File: config.mk
export PLATFORM = sky130hd
export DESIGN_NAME = chien_corrector
export DESIGN_NICKNAME = d
export VERILOG_FILES = /design/src/rtl/chien_pkg.sv /design/src/rtl/chien_cell.sv /design/src/rtl/chien_seq.sv /design/src/rtl/chien_out.sv /design/src/rtl/chien_corrector.sv
export SDC_FILE = /design/constraint.sdc
export NUM_CORES = 1
export LEC_CHECK = 0
export ABC_AREA = 1
export BUFFER_PORTS_ARGS = -buffer_cell sky130_fd_sc_hd__clkbuf_2
export CAP_MARGIN = 10
export CORE_AREA = 2 2 50 52
export CTS_CLUSTER_DIAMETER = 30
export DETAILED_ROUTE_END_ITERATION = 7
export DIE_AREA = 0 0 52 54
export GPL_TIMING_DRIVEN = 0
export MAX_ROUTING_LAYER = met4
export PLACE_DENSITY_LB_ADDON = 0.2
export SLEW_MARGIN = 25
export SYNTH_ARGS = -nofsm -noshare
export SYNTH_HDL_FRONTEND = slang
export SYNTH_SLANG_ARGS = --single-unit
export TNS_END_PERCENT = 30
File: constraint.sdc
create_clock -name clk -period 4.5 [get_ports clk]
set_clock_uncertainty 0.15 [all_clocks]
set_input_delay 0.675 -clock clk [delete_from_list [all_inputs] [get_ports clk]]
set_output_delay 0.675 -clock clk [all_outputs]
set_load 0.02 [all_outputs]
File: src/rtl/chien_pkg.sv
package chien_pkg;
  localparam int GF_M = 4;
  localparam logic [GF_M:0] GF_POLY = 5'b10011;

  typedef logic [GF_M-1:0] gf_t;

  function automatic gf_t gf_xtime(gf_t a);
    gf_t sh;
    sh = {a[GF_M-2:0], 1'b0};
    return a[GF_M-1] ? (sh ^ GF_POLY[GF_M-1:0]) : sh;
  endfunction

  function automatic gf_t gf_mul(gf_t a, gf_t b);
    gf_t acc;
    acc = '0;
    for (int i = GF_M - 1; i >= 0; i--) begin
      acc = gf_xtime(acc) ^ (b[i] ? a : '0);
    end
    return acc;
  endfunction

  function automatic gf_t gf_alpha_pow(int e);
    gf_t r;
    r = gf_t'(1);
    for (int k = 0; k < e; k++) begin
      r = gf_xtime(r);
    end
    return r;
  endfunction
endpackage

File: src/rtl/chien_cell.sv
module chien_cell
  import chien_pkg::*;
#(
  parameter int IDX = 0
) (
  input  logic clk,
  input  logic rst,
  input  logic load,
  input  logic step,
  input  gf_t  coef_in,
  output gf_t  term
);
  localparam gf_t MULT = gf_alpha_pow(IDX);

  always_ff @(posedge clk) begin
    if (rst) begin
      term <= '0;
    end else if (load) begin
      term <= gf_mul(coef_in, MULT);
    end else if (step) begin
      term <= gf_mul(term, MULT);
    end
  end
endmodule

File: src/rtl/chien_seq.sv
module chien_seq #(
  parameter int K = 5
) (
  input  logic clk,
  input  logic rst,
  input  logic load,
  output logic active,
  output logic step
);
  localparam int CW = $clog2(K + 1);
  localparam logic [CW-1:0] START = CW'(K);

  logic [CW-1:0] remain;

  always_ff @(posedge clk) begin
    if (rst) begin
      remain <= '0;
    end else if (load) begin
      remain <= START;
    end else if (remain != '0) begin
      remain <= remain - 1'b1;
    end
  end

  assign active = (remain != '0);
  assign step   = active & ~load;
endmodule

File: src/rtl/chien_out.sv
module chien_out (
  input  logic clk,
  input  logic rst,
  input  logic load,
  input  logic active,
  input  logic bit_in,
  input  logic root_hit,
  output logic dout,
  output logic vdout
);
  always_ff @(posedge clk) begin
    if (rst || load || !active) begin
      dout  <= 1'b0;
      vdout <= 1'b0;
    end else begin
      dout  <= bit_in ^ root_hit;
      vdout <= 1'b1;
    end
  end
endmodule

File: src/rtl/chien_corrector.sv
module chien_corrector
  import chien_pkg::*;
#(
  parameter int T = 3,
  parameter int K = 5
) (
  input  logic                  clk,
  input  logic                  rst,
  input  logic                  load,
  input  logic [(T+1)*GF_M-1:0] sigma_in,
  input  logic                  bit_in,
  output logic                  dout,
  output logic                  vdout
);
  gf_t  terms [T+1];
  gf_t  eval_sum;
  logic search_active;
  logic search_step;
  logic root_hit;

  chien_seq #(.K(K)) u_seq (
    .clk    (clk),
    .rst    (rst),
    .load   (load),
    .active (search_active),
    .step   (search_step)
  );

  for (genvar g = 0; g <= T; g++) begin : g_cell
    chien_cell #(.IDX(g)) u_cell (
      .clk     (clk),
      .rst     (rst),
      .load    (load),
      .step    (search_step),
      .coef_in (sigma_in[g*GF_M +: GF_M]),
      .term    (terms[g])
    );
  end

  always_comb begin
    eval_sum = '0;
    for (int i = 0; i <= T; i++) begin
      eval_sum = eval_sum ^ terms[i];
    end
  end

  assign root_hit = (eval_sum == '0);

  chien_out u_out (
    .clk      (clk),
    .rst      (rst),
    .load     (load),
    .active   (search_active),
    .bit_in   (bit_in),
    .root_hit (root_hit),
    .dout     (dout),
    .vdout    (vdout)
  );
endmodule

# --- Yosys cells after proc, flatten, opt, wreduce, memory -nomap -nowiden ---
# Index checks and enable logic that the tools add are counted.
totals:
  reg_bits: 21
  inputBits: 20
  output_inout_bits: 2
  word_cells: 56
op_classes:
  n_addsub: 1
  mux: 21
  n_bitwise: 18
  reduce_logical: 8
ops:
  columns: ["cell", "n"]
  rows:
  - ["$mux W2", 12]
  - ["$mux W4", 6]
  - ["$not A2 Y2", 12]
  - ["$xor A4 B4 Y4", 3]
  - ["$mux W3", 2]
  - ["$logic_not A4 Y1", 1]
  - ["$reduce_bool A2 Y1", 2]
  - ["$reduce_bool A3 Y1", 1]
  - ["$sub A3 B1 Y3 const B", 1]
  - ["$logic_or A1 B1 Y1", 2]
  - ["$reduce_or A2 Y1", 1]
  - ["$and A1 B1 Y1", 1]
  - ["$logic_not A1 Y1", 1]
  - ["$mux W1", 1]
  - ["$not A1 Y1", 1]
  - ["$xor A1 B1 Y1", 1]

# --- Longest topological paths before layout ---
logic_depth:
  depth_word: 8
  depth_mapped: 10
  ltp_nobuf: 10

# --- By module ---
# From an unflattened synthesis, not the netlist that was laid out.
unflattened:
  cells_unflattened: 240
  hier_area_um2: 1393.8
by_module_without_submodules:
  columns: ["mod", "instances", "cells_each", "area_each_um2", "seq_area_each_um2"]
  rows:
  - ["chien_cell (g_cell[3].u_cell)", 1, 44, 264.0, 80.1]
  - ["chien_cell (g_cell[2].u_cell)", 1, 46, 256.5, 80.1]
  - ["chien_cell (g_cell[1].u_cell)", 1, 36, 219.0, 80.1]
  - ["chien_corrector", 1, 49, 214.0, 0.0]
  - ["chien_seq", 1, 28, 193.9, 60.1]
  - ["chien_cell (g_cell[0].u_cell)", 1, 26, 172.7, 80.1]
  - ["chien_out", 1, 11, 73.8, 40.0]

# --- Worst setup path before layout ---
# OpenSTA, ideal clock, no wires.
synth_timing:
  path_type: "register to register"
  start: "register u_seq.remain[0]"
  end: "register g_cell[1].u_cell.term[1]"
  setup_ns: 0.057
  arrival_time_ns: 1.331
  required_ns: 4.293
  path_slack_ns: 2.963
  stages_incl_launch_ff: 10
  path_buffers: 1
  period_less_slack_ns: 1.537
  path_cell_list: "dfxtp_1 inv_1 ha_1 ha_1 buf_2 nor2_4 inv_2 o221ai_1 nand2_1 inv_1"
synth_via:
  elab_chain_len: 3
synth_lines:
  columns: ["item", "line", "source"]
  rows:
  - ["from (decl)", "chien_seq.sv:13", "logic [CW-1:0] remain;"]
  - ["from (signal assigned)", "chien_seq.sv:21", "remain <= remain - 1'b1;"]
  - ["$reduce_bool A3 Y1", "chien_seq.sv:25", "assign active = (remain != '0);"]
  - ["$and A1 B1 Y1", "chien_seq.sv:26", "assign step = active & ~load;"]
  - ["$reduce_bool A2 Y1 (no line)", null, null]
  - ["to (signal assigned)", "chien_cell.sv:19", "term <= gf_mul(coef_in, MULT);"]
  - ["to (signal assigned)", "chien_cell.sv:21", "term <= gf_mul(term, MULT);"]
  - ["to (decl)", "chien_cell.sv:11", "output gf_t term"]
# No other way between the ends.
# A chain may end at the register's enable or synchronous reset.

# --- Final worst setup path ---
layout_timing:
  start: "register u_seq.remain[0]"
  end: "register g_cell[2].u_cell.term[1]"
layout_via:
  elab_chain_len: 3
layout_lines:
  columns: ["item", "line"]
  rows:
  - ["$reduce_bool A3 Y1", "chien_seq.sv:25"]
  - ["$and A1 B1 Y1", "chien_seq.sv:26"]
  - ["$reduce_bool A2 Y1 (no line)", null]
  - ["to (signal assigned)", "chien_cell.sv:19"]
  - ["to (signal assigned)", "chien_cell.sv:21"]
  - ["to (decl)", "chien_cell.sv:11"]
# No other way between the ends.

==> out/metrics.cfg <==
[min_path]
min_to = g_cell[0].u_cell.term[0]
hold_path_startpoint = g_cell[0].u_cell.term[0]
hold_depth = 2
hold_path.class = flop to flop

[placement]
pre_cts_slack_ns = 2.71
dp.cells = 246
port_buffers = 20
hpwlAfterDp_mm = 2.18
place_congestion = 0.827
dpl_cell_area_um2 = 1400

[synthesis]
synth_top_area_cell = dfxtp_1
ys.warnings.count = 0
synth_flop_cell = dfxtp_1
synth_most_common_cell = nand2_1
synth-edff-count = 0
synth_cell_types = 23
postSynthCellCount = 196
syn_area_um2 = 1260
synthAdderAreaFrac_pct = 2.98
netlist.area_leader.share_pct = 33.4
ys_top_cells_by_area = dfxtp_1, nand2_1, inv_1
synthXorXnorAreaFrac_pct = 2.78
yosysSeqAreaShare_pct = 33.4
synthArstFlopShare_pct = 0
synthTopCellsByCount = nand2_1, inv_1, dfxtp_1
synth_mux_area_share_pct = 0
syn_area_per_cell_um2 = 6.43
synth_top_family_by_area = simple AND/OR/NAND/NOR gates
ys_ff_latch = 21
yosys.area_share.simple_pct = 27.2
syn_nets = 219
synth_compound_area_share_pct = 19.6

[cells_and_area]
n_antenna_cell = 0
drive_gt1_share_pct = 17.3
final_cell_count_no_fill = 250
final_cell_area_um2 = 1420
syn_to_final_growth_pct = 13.0
final_nets = 244
fillCellCount = 234

[worst_setup_path]
rr_startpoint = u_seq.remain[0]
r2r_cells = 9
rrSetupSlack_ns = 2.79
worstSetupPathType = flop to flop
start_kind = flop
slowest_stage = dfxtp_1
rr_endpoint = g_cell[2].u_cell.term[1]
path_cells = inv_1, ha_1, ha_1, buf_2, nor2_4, inv_2, o221ai_1, nand2_1, inv_1
cp_slowest_stage_delay_ns = 0.35
required_ns = 4.62
cp-end-kind = flop
crit_arrival_ns = 1.82
worstPathMaxFanout = 10

[floorplan]
die_h_um = 54
row_count = 18
dieArea_um2 = 2810
start_util_pct = 54.3
die_w_um = 52
ioPinCount = 22
core-area_um2 = 2320

[clock_tree]
numCtsBuffers = 3
insertion_delay_ns = 0.31
clk_root_buffer_cell = clkbuf_4
cts_tree = built
htree_levels = 1
cts_resized = 0
clock_path_buffers = 2
ctsHoldBuffers = 0
post_cts_buffers = 0
clkTransAtPathRegs_ns = 0.12
clkSinkCount = 21

[pwr]
peakVddDrop_uv = 173
p_per_area_nw_per_um2 = 297
p_seq_share_pct = 50.7
switching_share_pct = 33.6
comb_power_share_pct = 27.5
p_switching_uw = 142
p_leak_uw = 0.000771
p_int_uw = 281
p_clk_share_pct = 21.8

[global_routing]
grt_start_max_net_pins = 12
overflow = 0
grt_pass1_wl_mm = 4.38
track_usage_pct = 22.1
grt_antenna_before_repair = 0
grt_pass1_vias = 1012

[timing]
finalWorstSetupSlack_ns = 2.79
finalCritPeriodShare_pct = 37.9
tightest_slew_ns = 0.443
relSlewSlack_pct = 70.5
setup_tns_ns = 0
finalHoldViolCount = 0
fmax_mhz = 586
setup_viol = 0
rsz0062_at_grt = no
finalCriticalPeriod_ns = 1.71
holdWs_ns = 0.349
finalMaxSlewViolations = 0

[drt]
detail-route-antenna-nets = 0
avgViaCountPerCell = 4.98
drt_iter0_drc = 28
firstDrtPassIters = 4
drc = 0
via_count = 1246
wl_per_cell_um = 11.1
routed_wl_mm = 2.77

[flow_run]
cap_violations = 0

[status]
status = completed

## power by group through the flow
| stage | Combinational [uW] | Sequential, uW | Clock, uW |
|---|---|---|---|
| floorplan | 86.0 | 217 | 0 |
| global placement | 112 | 218 | 0 |
| detailed placement | 116 | 219 | 0 |
| CTS | 117 | 215 | 96.3 |
| global route | 134 | 217 | 104 |
| finish | 116 | 215 | 92.4 |
## worst max-delay path, delay by kind of cell, from the launching register on
| family | cells | cell delay, ns |
|---|---|---|
| AO/OA/AOI/OAI | 1 | 0.17 |
| adder cells (fa/ha/maj) | 2 | 0.37 |
| buffers and inverters | 4 | 0.41 |
| flip-flops | 1 | 0.35 |
| AND/OR/NAND/NOR | 2 | 0.20 |
## sequential cells by signal, indices dropped and copies added, names as in the netlist
name and count:
g_cell.u_cell.term 16, u_seq.remain 3, u_out.dout 1, u_out.vdout 1
## final cells by class
cell class                      instances  area, um^2  share of cell area, %
Tap cell                               30        37.5                   2.64
Clock buffer                            4        26.3                   1.85
Inverter                               40         153                   10.7
Buffer                                  4        25.0                   1.76
Sequential cell                        21         420                   29.5
Multi-Input combinational cell        131         662                   46.5
Timing Repair Buffer                   20         100                   7.03
## cell families after synthesis
group / Yosys count
AND/OR/NAND/NOR: 83
buffers and inverters: 44
AO/OA/AOI/OAI: 41
flip-flops: 21
XOR/XNOR: 4
adder cells (fa/ha/maj): 3
## layer usage
| layer | share of wire [%] | up-vias | wire length, um | GRT usage, % |
|---|---|---|---|---|
| met5 | 0 | - | 0 | - |
| met4 | 1.8 | 0 | 50 | 9.21 |
| met3 | 4.3 | 5 | 120 | 2.50 |
| met2 | 47 | 30 | 1300 | 36.5 |
| met1 | 47 | 546 | 1290 | 27.5 |
| li1 | - | 665 | - | - |
## per-stage QoR
step	utilization [%]	power, uW
finish	61.4	424
global route	61.4	455
CTS	61.4	428
detailed placement	60.2	335
global placement	60.2	331
floorplan	-	303
## cell usage in the layout (no fill, tap or decap), drive strengths merged
master / count
ha: 3
clkbuf: 24
o211ai: 4
xnor2: 4
buf: 4
nor2: 14
nand3: 5
a31oi: 1
a311oi: 1
or2: 1
o221ai: 7
a21oi: 14
dfxtp: 21
o21ai: 14
nand2: 63
inv: 40
## worst max-delay path by stage
stage,from,endpoint,slack [ns],depth (start not counted)
after global placement,rst,g_cell[1].u_cell.term[2],2.71,5
after floorplan,u_seq.remain[0],g_cell[1].u_cell.term[1],2.96,9
after CTS,u_seq.remain[0],g_cell[2].u_cell.term[1],2.79,9
after global routing,u_seq.remain[0],g_cell[1].u_cell.term[0],2.63,9
after detailed placement,rst,g_cell[1].u_cell.term[2],2.71,5
final,u_seq.remain[0],g_cell[2].u_cell.term[1],2.79,9
Power figures use the tool's default switching activity.
